$ cat config.mk
export PLATFORM = sky130hd
export DESIGN_NAME = pcm_tx_serializer
export DESIGN_NICKNAME = d
export VERILOG_FILES = /design/src/rtl/pcm_tx_pkg.sv /design/src/rtl/pcm_tx_ctrl.sv /design/src/rtl/pcm_tx_datapath.sv /design/src/rtl/pcm_tx_serializer.sv
export SDC_FILE = /design/constraint.sdc
export NUM_CORES = 1
export LEC_CHECK = 0
export BUFFER_PORTS_ARGS = -buffer_cell sky130_fd_sc_hd__buf_2
export CORE_UTILIZATION = 52
export CTS_CLUSTER_SIZE = 40
export DETAILED_ROUTE_END_ITERATION = 12
export GPL_ROUTABILITY_DRIVEN = 0
export GPL_TIMING_DRIVEN = 0
export PLACE_DENSITY_LB_ADDON = 0.2
export SLEW_MARGIN = 20
export SYNTH_ARGS = -nofsm -noshare
export SYNTH_HDL_FRONTEND = slang
export SYNTH_HIERARCHICAL = 1
export SYNTH_SLANG_ARGS = --single-unit
$ cat constraint.sdc
create_clock -name bitClk -period 1.5 [get_ports bitClk]
set_input_delay 0.075 -clock bitClk [delete_from_list [all_inputs] [get_ports bitClk]]
set_output_delay 0.075 -clock bitClk [all_outputs]
set_load 0.02 [all_outputs]
$ cat src/rtl/pcm_tx_pkg.sv
package pcm_tx_pkg;
  typedef struct packed {
    logic load;
    logic shift1;
    logic shift2;
    logic sel2;
    logic en1;
    logic en2;
  } txStrobes_t;
endpackage

$ cat src/rtl/pcm_tx_ctrl.sv
module pcm_tx_ctrl
  import pcm_tx_pkg::*;
#(
  parameter int SAMPLE_W = 8
) (
  input  logic       bitClk,
  input  logic       rstN,
  input  logic       frameSync,
  input  logic       serialMode,
  input  logic       powerDown,
  input  logic       lawSelA,
  output txStrobes_t strobes,
  output logic       lawTag
);
  localparam int FRAME_SLOTS = 2 * SAMPLE_W;
  localparam int CNT_W = $clog2(FRAME_SLOTS);
  localparam logic [CNT_W-1:0] LAST_PAR = CNT_W'(SAMPLE_W - 1);
  localparam logic [CNT_W-1:0] LAST_SER = CNT_W'(FRAME_SLOTS - 1);
  localparam logic [CNT_W-1:0] HALF_SLOT = CNT_W'(SAMPLE_W);

  logic             fsPrev;
  logic             active;
  logic             serialLatched;
  logic [CNT_W-1:0] slotCnt;
  logic             fsRise;
  logic             inSecond;
  logic             advance;
  logic [CNT_W-1:0] lastSlot;

  assign fsRise   = frameSync & ~fsPrev;
  assign inSecond = slotCnt >= HALF_SLOT;
  assign lastSlot = serialLatched ? LAST_SER : LAST_PAR;
  assign advance  = active & ~powerDown & ~fsRise;

  always_ff @(posedge bitClk or negedge rstN) begin
    if (!rstN) begin
      fsPrev        <= 1'b0;
      active        <= 1'b0;
      serialLatched <= 1'b0;
      slotCnt       <= '0;
      lawTag        <= 1'b0;
    end else begin
      fsPrev <= frameSync;
      if (powerDown) begin
        active  <= 1'b0;
        slotCnt <= '0;
      end else if (fsRise) begin
        active        <= 1'b1;
        slotCnt       <= '0;
        serialLatched <= serialMode;
        lawTag        <= lawSelA;
      end else if (active) begin
        if (slotCnt == lastSlot) begin
          active  <= 1'b0;
          slotCnt <= '0;
        end else begin
          slotCnt <= slotCnt + 1'b1;
        end
      end
    end
  end

  always_comb begin
    strobes.load   = fsRise & ~powerDown;
    strobes.shift1 = advance & (~serialLatched | ~inSecond);
    strobes.shift2 = advance & (~serialLatched | inSecond);
    strobes.sel2   = serialLatched & inSecond;
    strobes.en1    = active;
    strobes.en2    = active & ~serialLatched;
  end
endmodule

$ cat src/rtl/pcm_tx_datapath.sv
module pcm_tx_datapath
  import pcm_tx_pkg::*;
#(
  parameter int SAMPLE_W = 8
) (
  input  logic                bitClk,
  input  logic                rstN,
  input  txStrobes_t          strobes,
  input  logic [SAMPLE_W-1:0] sampleCh1,
  input  logic [SAMPLE_W-1:0] sampleCh2,
  output logic                txData1,
  output logic                txOe1,
  output logic                txData2,
  output logic                txOe2
);
  localparam int NUM_CH = 2;

  logic [SAMPLE_W-1:0] shiftReg [NUM_CH];
  logic [SAMPLE_W-1:0] loadVal  [NUM_CH];
  logic                shiftEn  [NUM_CH];

  assign loadVal[0] = sampleCh1;
  assign loadVal[1] = sampleCh2;
  assign shiftEn[0] = strobes.shift1;
  assign shiftEn[1] = strobes.shift2;

  for (genvar ch = 0; ch < NUM_CH; ch++) begin : g_chan
    always_ff @(posedge bitClk or negedge rstN) begin
      if (!rstN) begin
        shiftReg[ch] <= '0;
      end else if (strobes.load) begin
        shiftReg[ch] <= loadVal[ch];
      end else if (shiftEn[ch]) begin
        shiftReg[ch] <= {shiftReg[ch][SAMPLE_W-2:0], 1'b0};
      end
    end
  end

  always_comb begin
    txOe1   = strobes.en1;
    txOe2   = strobes.en2;
    txData1 = strobes.en1 &
              (strobes.sel2 ? shiftReg[1][SAMPLE_W-1] : shiftReg[0][SAMPLE_W-1]);
    txData2 = strobes.en2 & shiftReg[1][SAMPLE_W-1];
  end
endmodule

$ cat src/rtl/pcm_tx_serializer.sv
module pcm_tx_serializer
  import pcm_tx_pkg::*;
#(
  parameter int SAMPLE_W = 8
) (
  input  logic                bitClk,
  input  logic                rstN,
  input  logic                frameSync,
  input  logic                serialMode,
  input  logic                powerDown,
  input  logic                lawSelA,
  input  logic [SAMPLE_W-1:0] sampleCh1,
  input  logic [SAMPLE_W-1:0] sampleCh2,
  output logic                txData1,
  output logic                txOe1,
  output logic                txData2,
  output logic                txOe2,
  output logic                lawTag
);
  txStrobes_t strobes;

  pcm_tx_ctrl #(.SAMPLE_W(SAMPLE_W)) u_ctrl (
    .bitClk(bitClk), .rstN(rstN), .frameSync(frameSync),
    .serialMode(serialMode), .powerDown(powerDown), .lawSelA(lawSelA),
    .strobes(strobes), .lawTag(lawTag)
  );

  pcm_tx_datapath #(.SAMPLE_W(SAMPLE_W)) u_dp (
    .bitClk(bitClk), .rstN(rstN), .strobes(strobes),
    .sampleCh1(sampleCh1), .sampleCh2(sampleCh2),
    .txData1(txData1), .txOe1(txOe1), .txData2(txData2), .txOe2(txOe2)
  );
endmodule

==> impl_metrics.ini <==
[cts]
tritoncts = yes
numCtsBuffers = 3
clk_latency_ns = 0.31
path_clk_slew_ns = 0.13
clock-sinks = 24
h-tree-depth = 1
clockBufferDepth = 2
cts-root-buf = clkbuf_4

[detailed_routing]
top_layer_used = met4
detailedRoute.firstIterationViolations = 7
wl_met1_um = 1180
vias = 980
drcViolationCount = 0
dr_wl_met3_um = 58
routed_wl_um = 2680
viasPerCell = 5.10
drtPass1Iterations = 4
wl_met2_um = 1430
antenna_left = 0
wire_per_inst_um = 13.9

[synth]
netlist_area_um2 = 1190
syn_inst = 113
synthMostInstantiatedCell = dfrtp_1
ys_seq_elements = 24
synth_async_sr_flop_share_pct = 100
yosys_warnings = 6
yosysSeqAreaShare_pct = 50.3
ys.flop_type = dfrtp_1
synth_area_leader_cell = dfrtp_1
synthesis.nets = 138
syn_area_per_cell_um2 = 10.6
synth_edf_count = 0
yosysUniqueCellTypes = 24
synth_top_area_share_pct = 50.3
synth_area_leaders = dfrtp_1 (50%), mux2i_1 (13%), o21ai_1 (6.7%)
synthTopCellsByCount = dfrtp_1 (24), nand2_1 (19), mux2i_1 (16), o21ai_1 (16), nand2b_1 (5)

[sta]
worst_pin_slew_ns = 0.536
slew_headroom_pct = 64.3
setup_viol = 1
period_needed_ns = 1.53
final.setup.worst_slack_ns = -0.0294
maxSlewViolCount = 0
fmax_mhz = 654
rsz0062_at_grt = yes
whs_ns = 0.00169
skew_ns = 0.00272
min_period_over_period_pct = 102
finalHoldViolCount = 0

[die]
rows = 16
pin_count = 27
initial_core_util_pct = 57.9
die_width_um = 49.9
core_um2 = 2060
fp.dieH_um = 49.9
die-area_um2 = 2490

[job]
cap_violations = 0

[power_and_ir_drop]
power.total_uw = 1500
ir_drop_mv = 0.682
power.leakage_uw = 0.000735
powerDensity_nw_per_um2 = 912

[setup_path]
critPathRequiredTime_ns = 1.42
path_class = reg -> out
rrSetupSlack_ns = 0.04
cp_cell_sequence = ha_2, mux2i_1, nor2b_1, buf_4
arrival_ns = 1.45
r2r_cells = 5
slowest_delay_ns = 0.43
startpoint_type = flop
cp_slowest_cell = dfrtp_1
cp-end-kind = output pin
crit_fanout = 4

[final_layout]
fin_area_um2 = 1640
n_antenna_cell = 0
area_growth_pct = 37.4
final_nets = 191
post-route-util_pct = 79.6
drive_gt1_share_pct = 29.7

[min_path]
whs_path_depth = 3
holdCritPathClass = in -> reg

[status]
violations = negative setup slack
status = finished with violations

[grt]
grt_max_degree = 25
grt_first_pass_wirelength_um = 4460
overflow = 0
grt_antenna_before_repair = 0
first_global_vias = 991
globalRouteTotalUtil_pct = 24.5

[place]
port_buffers = 26
dp_hpwl_um = 1740
placed_area_um2 = 1360
worst max-delay path, delay by kind of cell, from the launching register on:
family | cells | cell delay, ns
adders and majority gates | 1 | 0.23
buffers and inverters | 1 | 0.16
DFF | 1 | 0.43
muxes | 1 | 0.25
and+or+nand+nor | 1 | 0.07
flip-flops by register name, indices dropped and copies added (netlist names):
| name | cells |
|---|---|
| u_dp/shiftReg | 16 |
| u_ctrl/slotCnt | 4 |
| u_ctrl/active | 1 |
| u_ctrl/fsPrev | 1 |
| u_ctrl/lawTag | 1 |
| u_ctrl/serialLatched | 1 |
metal layers:
layer  up-vias  global-route usage (%)
met5         -                       0
met4         0                    6.67
met3         2                    3.70
met2        21                    43.5
met1       472                    30.6
li1        485                       -
worst paths after layout:
path | startpoint | to
setup / recovery | u_ctrl/slotCnt[3] | txData1
hold / removal | sampleCh2[4] | u_dp/shiftReg[4]
setup reg to reg | u_ctrl/serialLatched | u_dp/shiftReg[10]
hold reg to reg | u_ctrl/lawTag | u_ctrl/lawTag
max in group asynchronous | rstN | u_dp/shiftReg[8]
min in group asynchronous | rstN | u_ctrl/slotCnt[2]
layout by cell type (no fill, tap or decap), types with 6 or more instances in the layout:
| cell | Yosys | routed |
|---|---|---|
| dfrtp_1 | 24 | 24 |
| buf_2 | 3 | 28 |
| nand2_1 | 19 | 19 |
| buf_4 | 3 | 6 |
| mux2i_1 | 16 | 15 |
| o21ai_1 | 16 | 16 |
| dlygate4sd3_1 | 0 | 20 |
repair_timing:
item                                   4_1_cts  5_1_grt
buffers inserted                             0        2
gates resized for setup                      1        7
setup endpoints to repair                    2       17
pin swaps                                    0        1
hold buffers                                20        0
endpoints found under the hold margin       43        0
logic make-up after synthesis:
family	count (synthesis)	share of synthesized area, %
buffers and inverters	10	6.28
muxes	18	15.3
adders and majority gates	3	3.14
AOI/OAI and AO/OA	22	9.95
and+or+nand+nor	35	14.3
xor gates and xnor gates	1	0.733
DFF	24	50.3
through the flow:
stage	setup WS [ns]	std cells	setup TNS (ns)
finish	-0.0294	192	-0.0294
global route	-0.0673	192	-0.105
CTS	-0.00700	190	-0.00700
detailed placement	0.0208	166	0
global placement	0.0512	166	0
floorplan	0.130	113	0
power breakdown:
group,leakage (µW),internal (µW),switching [µW],total [µW]
registers,0.000304,755,72.3,827
logic,0.000410,175,157,331
clock network,0.0000210,148,191,339
layout make-up:
cell class,count,area [µm²]
multi-input cells,79,548
repair buffers,48,348
well taps,27,33.8
plain buffers,9,71.3
clock buffers,4,36.3
flip-flops and latches,24,601
inverters,1,3.75
fillers,134,420
Power figures use the tool's default switching activity.
